<file path="config.mk">
export PLATFORM = sky130hd
export DESIGN_NAME = los_qualifier
export DESIGN_NICKNAME = d
export VERILOG_FILES = /design/src/rtl/los_pkg.sv /design/src/rtl/los_sync.sv /design/src/rtl/los_mask_timer.sv /design/src/rtl/los_thresh_sel.sv /design/src/rtl/los_qualifier.sv
export SDC_FILE = /design/constraint.sdc
export NUM_CORES = 1
export LEC_CHECK = 0
export CAP_MARGIN = 20
export CORE_ASPECT_RATIO = 2
export CORE_UTILIZATION = 29
export CTS_BUF_LIST = sky130_fd_sc_hd__clkbuf_2
export DETAILED_ROUTE_END_ITERATION = 8
export DONT_BUFFER_PORTS = 1
export RECOVER_POWER = 100
export SYNTH_ARGS = -nofsm -noshare
export SYNTH_HDL_FRONTEND = slang
export SYNTH_HIERARCHICAL = 1
export SYNTH_SLANG_ARGS = --single-unit
</file>
<file path="constraint.sdc">
create_clock -name clk -period 3 [get_ports clk]
set_input_delay 0.15 -clock clk [delete_from_list [all_inputs] [get_ports clk]]
set_output_delay 0.15 -clock clk [all_outputs]
set_load 0.03 [all_outputs]
</file>
<file path="src/rtl/los_pkg.sv">
package los_pkg;

    localparam int DUR_W = 7;

    typedef enum logic [1:0] {
        ST_LOS_ON   = 2'd0,
        ST_LOS_OFF  = 2'd1,
        ST_HOLD_ON  = 2'd2,
        ST_HOLD_OFF = 2'd3
    } los_state_e;

    typedef struct packed {
        logic             en;
        logic [DUR_W-1:0] dur;
    } mask_cfg_t;

endpackage

</file>
<file path="src/rtl/los_sync.sv">
module los_sync #(
    parameter int STAGES  = 2,
    parameter bit RST_VAL = 1'b1
) (
    input  logic clk,
    input  logic rst,
    input  logic d_i,
    output logic q_o
);

    logic [STAGES-1:0] ff_q;

    generate
        for (genvar s = 0; s < STAGES; s++) begin : g_stage
            if (s == 0) begin : g_first
                always_ff @(posedge clk) begin
                    if (rst) ff_q[0] <= RST_VAL;
                    else     ff_q[0] <= d_i;
                end
            end else begin : g_next
                always_ff @(posedge clk) begin
                    if (rst) ff_q[s] <= RST_VAL;
                    else     ff_q[s] <= ff_q[s-1];
                end
            end
        end
    endgenerate

    assign q_o = ff_q[STAGES-1];

endmodule

</file>
<file path="src/rtl/los_mask_timer.sv">
module los_mask_timer #(
    parameter int DUR_W      = 7,
    parameter int UNIT_TICKS = 16
) (
    input  logic             clk,
    input  logic             rst,
    input  logic             tick_i,
    input  logic             start_i,
    input  logic [DUR_W-1:0] dur_i,
    output logic             busy_o
);

    localparam int CNT_W = DUR_W + $clog2(UNIT_TICKS) + 1;

    logic [CNT_W-1:0] cnt_q;
    logic [CNT_W-1:0] load_val;

    always_comb begin
        load_val = CNT_W'((CNT_W'(dur_i) + CNT_W'(1)) * CNT_W'(UNIT_TICKS));
    end

    always_ff @(posedge clk) begin
        if (rst) begin
            cnt_q <= '0;
        end else if (start_i) begin
            cnt_q <= load_val;
        end else if (tick_i && (cnt_q != '0)) begin
            cnt_q <= cnt_q - CNT_W'(1);
        end
    end

    assign busy_o = (cnt_q != '0);

    // a load always yields a nonzero count, so a started hold is busy
    a_r5_start_busy : assert property (@(posedge clk) disable iff (rst)
        start_i |=> busy_o);

    // without a new start the count never grows
    a_r6_no_growth : assert property (@(posedge clk) disable iff (rst)
        (!start_i && busy_o) |=> (cnt_q <= $past(cnt_q)));

endmodule

</file>
<file path="src/rtl/los_thresh_sel.sv">
module los_thresh_sel #(
    parameter int CODE_W       = 7,
    parameter int DEFAULT_CODE = 64
) (
    input  logic [CODE_W:0]   cfg_i,
    input  logic              range_bit_i,
    output logic [CODE_W-1:0] code_o,
    output logic              range_o
);

    localparam logic [CODE_W-1:0] DEF_CODE = CODE_W'(DEFAULT_CODE);

    always_comb begin
        if (cfg_i[CODE_W]) code_o = cfg_i[CODE_W-1:0];
        else               code_o = DEF_CODE;
        range_o = range_bit_i;
    end

endmodule

</file>
<file path="src/rtl/los_qualifier.sv">
module los_qualifier
    import los_pkg::*;
#(
    parameter int UNIT_TICKS   = 16,
    parameter int SYNC_STAGES  = 2,
    parameter int DEFAULT_CODE = 64
) (
    input  logic             clk,
    input  logic             rst,
    input  logic             tick_i,
    input  logic             los_raw_i,
    input  logic             range_bit_i,
    input  logic [DUR_W:0]   thr_cfg_i,
    input  logic [DUR_W:0]   fall_mask_i,
    input  logic [DUR_W:0]   rise_mask_i,
    output logic             los_o,
    output logic [DUR_W-1:0] thr_code_o,
    output logic             range_o
);

    mask_cfg_t        rise_cfg, fall_cfg;
    logic             los_sync;
    logic             tmr_busy;
    logic             tmr_start;
    logic [DUR_W-1:0] tmr_dur;
    los_state_e       state_q, state_d;

    assign rise_cfg = mask_cfg_t'(rise_mask_i);
    assign fall_cfg = mask_cfg_t'(fall_mask_i);

    los_sync #(
        .STAGES  (SYNC_STAGES),
        .RST_VAL (1'b1)
    ) sync_i (
        .clk (clk),
        .rst (rst),
        .d_i (los_raw_i),
        .q_o (los_sync)
    );

    los_mask_timer #(
        .DUR_W      (DUR_W),
        .UNIT_TICKS (UNIT_TICKS)
    ) timer_i (
        .clk     (clk),
        .rst     (rst),
        .tick_i  (tick_i),
        .start_i (tmr_start),
        .dur_i   (tmr_dur),
        .busy_o  (tmr_busy)
    );

    los_thresh_sel #(
        .CODE_W       (DUR_W),
        .DEFAULT_CODE (DEFAULT_CODE)
    ) thr_i (
        .cfg_i       (thr_cfg_i),
        .range_bit_i (range_bit_i),
        .code_o      (thr_code_o),
        .range_o     (range_o)
    );

    // state register
    always_ff @(posedge clk) begin
        if (rst) state_q <= ST_LOS_ON;
        else     state_q <= state_d;
    end

    // next-state logic: rise, fall, expire-stay, expire-flip
    always_comb begin
        state_d = state_q;
        unique case (state_q)
            ST_LOS_ON: begin
                if (!los_sync) state_d = fall_cfg.en ? ST_HOLD_OFF : ST_LOS_OFF;
            end
            ST_LOS_OFF: begin
                if (los_sync) state_d = rise_cfg.en ? ST_HOLD_ON : ST_LOS_ON;
            end
            ST_HOLD_ON: begin
                if (!tmr_busy) begin
                    if (!los_sync) state_d = fall_cfg.en ? ST_HOLD_OFF : ST_LOS_OFF;
                    else           state_d = ST_LOS_ON;
                end
            end
            ST_HOLD_OFF: begin
                if (!tmr_busy) begin
                    if (los_sync) state_d = rise_cfg.en ? ST_HOLD_ON : ST_LOS_ON;
                    else          state_d = ST_LOS_OFF;
                end
            end
            default: state_d = ST_LOS_ON;
        endcase
    end

    // outputs of the state machine
    always_comb begin
        tmr_start = 1'b0;
        tmr_dur   = rise_cfg.dur;
        unique case (state_q)
            ST_LOS_ON, ST_HOLD_ON:   los_o = 1'b1;
            ST_LOS_OFF, ST_HOLD_OFF: los_o = 1'b0;
            default:                 los_o = 1'b1;
        endcase
        if ((state_d == ST_HOLD_ON) && (state_q != ST_HOLD_ON)) begin
            tmr_start = 1'b1;
            tmr_dur   = rise_cfg.dur;
        end else if ((state_d == ST_HOLD_OFF) && (state_q != ST_HOLD_OFF)) begin
            tmr_start = 1'b1;
            tmr_dur   = fall_cfg.dur;
        end
    end

    // the output does not move while a masking interval runs
    a_r5_hold_stable : assert property (@(posedge clk) disable iff (rst)
        tmr_busy |=> $stable(los_o));

    // every output change adopts the synchronised input level
    a_r7_follow_sync : assert property (@(posedge clk) disable iff (rst)
        !$stable(los_o) |-> (los_o == $past(los_sync)));

    // a masking interval starts only for an enabled edge direction
    a_r6_enabled_edge : assert property (@(posedge clk) disable iff (rst)
        $rose(tmr_busy) |-> (los_o ? $past(rise_cfg.en) : $past(fall_cfg.en)));

    // the timer only runs while the machine sits in a hold state
    a_r7_busy_in_hold : assert property (@(posedge clk) disable iff (rst)
        tmr_busy |-> ((state_q == ST_HOLD_ON) || (state_q == ST_HOLD_OFF)));

endmodule

</file>
Yosys cells after proc, flatten, opt, wreduce, memory -nomap -nowiden
Index checks and enable logic that the tools add are counted.
Storage, ports and cells
  flip-flop bits (word level): 16
  bits in latches: 0
  RAM bits: 0
  bits in read-only memories: 0
  logic and storage cells: 40
  memories kept: 0
Cells by class
  add/subtract/negate cells: 2
  $mul: 0
  div/mod/pow operators: 0
  magnitude comparators: 0
  equal/unequal tests: 7
  shift operators: 0
  muxes and demuxes: 17
  bitwise operators: 0
  reductions and logical operators: 9
Operator list (number)
  two-way mux 12 bit: 2
  two-way mux 7 bit: 3
  two-way mux 2 bit: 8
  nonzero test 12 bit: 1
  subtractor 12 x 1 -> 12 bit, second input constant: 1
  adder 7 x 1 -> 8 bit, second input constant: 1
  == test 2 bit, second input constant: 4
  case mux 2 bit (4 select lines): 1
  OR reduction 2 bit: 3
  != test 2 bit, second input constant: 2
  logical AND 1 bit: 3
  == test 2 x 1 -> 1 bit, second input constant: 1
  logical NOT 2 bit: 1
  two-way mux 1 bit: 2
  case mux 1 bit (2 select lines): 1
  nonzero test 2 bit: 1

Depth between registers and ports, before layout
  depth in word-level cells: 10
  mapped depth: 13
  depth with buffers taken out: 13

By module
Netlist, hierarchy kept.
By module, submodules not included
  los_mask_timer: instances 1, cells each 101, area an instance 840.8 sq um, sequential area each 240.2 sq um
  los_qualifier: instances 1, cells each 18, area an instance 172.7 sq um, sequential area each 40.0 sq um
  los_sync: instances 1, cells each 4, area an instance 52.6 sq um, sequential area each 40.0 sq um
  los_thresh_sel: instances 1, cells each 8, area an instance 51.3 sq um, sequential area each 0.0 sq um

Worst setup path after synthesis
OpenSTA, ideal clock, no wires.
  path type: register -> register
  start point: register timer_i.cnt_q[0]
  end point: register timer_i.cnt_q[10]
  arrival time: 2699 ps
  setup slack: 176 ps
  cell stages (with the launch flop): 14
  buffers on the path: 0
  period minus slack after synthesis: 2824 ps
  cells stage by stage: dfxtp_1 > inv_1 > ha_1 > or4b_4 > nor4_1 > inv_1 > nand2_1 > nand2_2 > mux2_2 > ha_1 > nand3_1 > xnor2_1 > a221oi_1 > nor2_1
On the way
  longest elaborated chain between the ends: 9
  elaborated cells between the ends (all ways): 18
  classes of those cells: 2 x add/sub; 2 x eq/ne; 9 x mux; 5 x reduce/logical
RTL lines
  from (decl): line los_mask_timer.sv:15  | logic [CNT_W-1:0] cnt_q;
  from (signal assigned): line los_mask_timer.sv:26  | cnt_q <= load_val;
  from (signal assigned): line los_mask_timer.sv:28  | cnt_q <= cnt_q - CNT_W'(1);
  nonzero test 12 bit (*): line los_mask_timer.sv:32  | assign busy_o = (cnt_q != '0);
  via tmr_busy: line los_qualifier.sv:23  | logic tmr_busy;
  two-way mux 2 bit (on tied branches): line los_qualifier.sv:86, los_qualifier.sv:80
  case mux 2 bit (4 select lines) (*): line los_qualifier.sv:72  | unique case (state_q)
  == test 2 bit: line los_qualifier.sv:107  | end else if ((state_d == ST_HOLD_OFF) && (state_q != ST_HOLD_OFF)) begin
  logical AND 1 bit: line los_qualifier.sv:107
  two-way mux 7 bit: line los_qualifier.sv:107
  two-way mux 7 bit (*): line los_qualifier.sv:104  | if ((state_d == ST_HOLD_ON) && (state_q != ST_HOLD_ON)) begin
  via tmr_dur[0]: line los_qualifier.sv:25  | logic [DUR_W-1:0] tmr_dur;
  adder 7 x 1 -> 8 bit (*): line los_mask_timer.sv:19  | load_val = CNT_W'((CNT_W'(dur_i) + CNT_W'(1)) * CNT_W'(UNIT_TICKS));
  two-way mux 12 bit (*): line los_mask_timer.sv:25  | end else if (start_i) begin
Mark *: on every way through the listed nets, which the timed path passes. The rest lies on a longest branch. The select of a mux whose other input is x is not followed.
A chain may end at the register's enable or synchronous reset.

Worst setup path in the final report
  start point: register timer_i.cnt_q[1]
  end point: register timer_i.cnt_q[10]
Same word-level chain as after synthesis.

==> run_results.csv <==
group,metric,value,unit
power_and_ir_drop,clockPowerShare,0.064,
synthesis,synth_top_area_share,0.287,
clock_network,tritoncts,"yes",
routing,drt_wl_total,2.89,mm
clock_network,clk_path_buf_depth,2,
synthesis,yosysMostFrequentCell,"dfxtp_1",
synthesis,syn_nets,163,
critical_path,critPathTopFamily,"simple AND/OR/NAND/NOR gates",
synthesis,synth_top_family_by_area,"simple AND/OR/NAND/NOR gates",
die,dieHeight,89.8,um
synthesis,synthTopCellsByArea,"dfxtp_1, mux2_2, xor2_1, nor2_1, a21oi_1",
min_path,min_path_type,"in -> reg",
clock_network,cts_root_buffer,"clkbuf_2",
critical_path,path_cells,"inv_1 > ha_2 > or4b_4 > nor4_4 > inv_1 > nand2_2 > nand2_4 > mux2_4 > ha_2 > nand3_1 > xnor2_1 > a221oi_2 > nor2_1",
routing,avgViaCountPerCell,5.73,
clock_network,cts_num_sinks,16,
critical_path,cp_max_fo,7,
cells_and_area,fill_cells,390,
timing,setup_viol,0,
run,cap_violations,0,
power_and_ir_drop,intPower,0.718,mW
die,rows,31,
critical_path,crit_path_start_kind,"flip-flop",
grt,grt_pass1_wl,4.74,mm
timing,tns,0,ns
synthesis,synth_area,1120,um^2
synthesis,syn_area_per_cell,8.53,um^2
power_and_ir_drop,ir_worst_vdd,0.468,mV
timing,rsz0062_at_grt,"false",
timing,hold_violations,0,
die,die_w,45.9,um
synthesis,yosys.area.top_type,"dfxtp_1",
routing,ant_nets,0,
synthesis,synthCells,131,
clock_network,numCtsBuffers,3,
cells_and_area,layout-drive-gt1-share,0.221,
timing,relSlewSlack,0.675,
placement,gp_congestion,0.868,
synthesis,synthSimpleGateAreaFrac,0.305,
clock_network,clock_latency,0.27,ns
timing,period_share,0.948,
grt,antenna_found_initial,0,
synthesis,synth-edff-count,0,
power_and_ir_drop,power_density,1110,nW/um^2
power_and_ir_drop,leakage,0.459,nW
power_and_ir_drop,combPwrFrac,0.644,
routing,via_count,1060,
synthesis,ys_types,43,
placement,dpl_cell_area,1190,um^2
routing,drtIter0Drc,52,
synthesis,muxShareOfSynthArea,0.0997,
cells_and_area,n_antenna_cell,0,
die,dieArea,4120,um^2
die,ioPinCount,38,
grt,grt_pass1_vias,1069,
synthesis,ys_seq_elements,16,
cells_and_area,nNetsFinal,170,
cells_and_area,multi_input_area,790,um^2
cells_and_area,final_area,1260,um^2
synthesis,ys_warn_count,6,
timing,post-route-min-period,2.84,ns
routing,first_pass_iters,4,
clock_network,clkTransAtPathRegs,0.14,ns
clock_network,cts_setup_buffers,0,
grt,grt_overflow,0,
synthesis,synth-seq-area-share,0.287,
synthesis,async_reset_ff_frac,0,
power_and_ir_drop,finalPower,1.40,mW
routing,routedWlPerCell,15.6,um
critical_path,max_stage_delay,0.49,ns
die,start_util,0.306,
timing,max_freq,352,MHz
synthesis,synth-adder-area-share,0.0336,
routing,drc,0,
grt,grt_max_degree,16,
critical_path,end_kind,"flip-flop",
timing,skew,0.00590,ns
cells_and_area,utilization,0.347,
power_and_ir_drop,pwr-share-seq,0.292,
synthesis,ys_top_cells_by_count,"dfxtp_1, nor2_1, mux2_2",
placement,hpwl,2.19,mm
grt,grt_util_all_layers,0.155,
timing,max_slew.worst_pin.slew,0.487,ns
cells_and_area,syn_to_final_growth,13.1,%
power_and_ir_drop,swShare,0.487,
synthesis,synth_xor_area_frac,0.0627,
synthesis,synth-compound-area-share,0.169,
timing,hold_ws,0.107,ns
critical_path,slowest_stage,"or4b_4",
critical_path,timing.critical_path.arrival,3.02,ns
cells_and_area,seqCellArea,322,um^2
placement,io_buffers,0,
clock_network,htree_levels,1,
die,coreArea,3650,um^2
critical_path,worstPathRequired,3.17,ns
power_and_ir_drop,p_sw,0.681,mW
outcome,outcome,"complete, no violations",
synthesis,synth_top_flop_cell,"dfxtp_1",
critical_path,worst-setup-path-type,"reg -> reg",
timing,maxSlewViolCount,0,
critical_path,path_buf_inv,2,
-- metal layers --
metal | part of all wire | vias to the layer above | wire length, um | track usage
met5 | 0 | - | 0 | 0
met4 | 0.028 | 0 | 82 | 0.0907
met3 | 0.065 | 6 | 187 | 0.0402
met2 | 0.58 | 61 | 1690 | 0.283
met1 | 0.32 | 504 | 934 | 0.134
li1 | - | 489 | - | -
-- kinds of logic after synthesis --
group                    Yosys count
AO/OA/AOI/OAI                     25
XOR/XNOR                           8
adder cells (fa/ha/maj)            3
buffers and inverters             10
flip-flops                        16
multiplexers                      10
AND/OR/NAND/NOR                   59
-- per-stage QoR --
stage	instances	setup slack (ns)
floorplan	131	0.176
CTS	185	0.0378
global placement	180	0.109
detailed placement	180	0.00891
global route	185	0.000434
finish	185	0.155
-- what timing repair did --
action                                  4_1_cts  5_1_grt
hold buffers                                  2        0
resized for setup                             1        9
endpoints found under the setup margin        1        4
pin swaps                                     0        1
hold endpoints to repair                     11        0
-- final cells by class --
class                      count  share of cell area
sequential                    16               0.254
timing repair buffer           7              0.0455
multi-input combinational    105               0.625
clock buffer                   3              0.0119
tap                           49              0.0485
inverter                       5              0.0149
-- final timing paths --
path                                 start                        endpoint  slack, ns  depth (start not counted)
max          timer_i/cnt_q[1]$_SDFFE_PP0P_  timer_i/cnt_q[10]$_SDFFE_PP0P_       0.16                         13
max reg2reg  timer_i/cnt_q[1]$_SDFFE_PP0P_  timer_i/cnt_q[10]$_SDFFE_PP0P_       0.16                         13
min reg2reg      sync_i/ff_q[0]$_SDFF_PP1_           sync_i/q_o$_SDFF_PP1_       0.43                          1
min                                    rst   timer_i/cnt_q[1]$_SDFFE_PP0P_       0.11                          2
-- flip-flops by register name (all words and copies together) (netlist names) --
signal	cells
sync_i/q_o	1
state_q	2
timer_i/cnt_q	12
sync_i/ff_q	1
-- power groups by stage --
stage / Clock, mW / Combinational, mW / Sequential (mW)
4_1_cts: 0.0951 / 0.833 / 0.400
5_1_grt: 0.108 / 0.971 / 0.424
2_1_floorplan: 0 / 0.667 / 0.359
6_report: 0.0897 / 0.901 / 0.409
3_5_place_dp: 0 / 0.807 / 0.405
3_3_place_gp: 0 / 0.798 / 0.400
-- placed cells by master (no fill, tap or decap), drive strengths merged, types with 6 or more instances in the layout --
cell type,count
mux2,9
nor2,13
a21oi,8
dfxtp,16
nand2,6
xor2,7
and2,6
No activity file was read; power rests on OpenSTA's default activity.
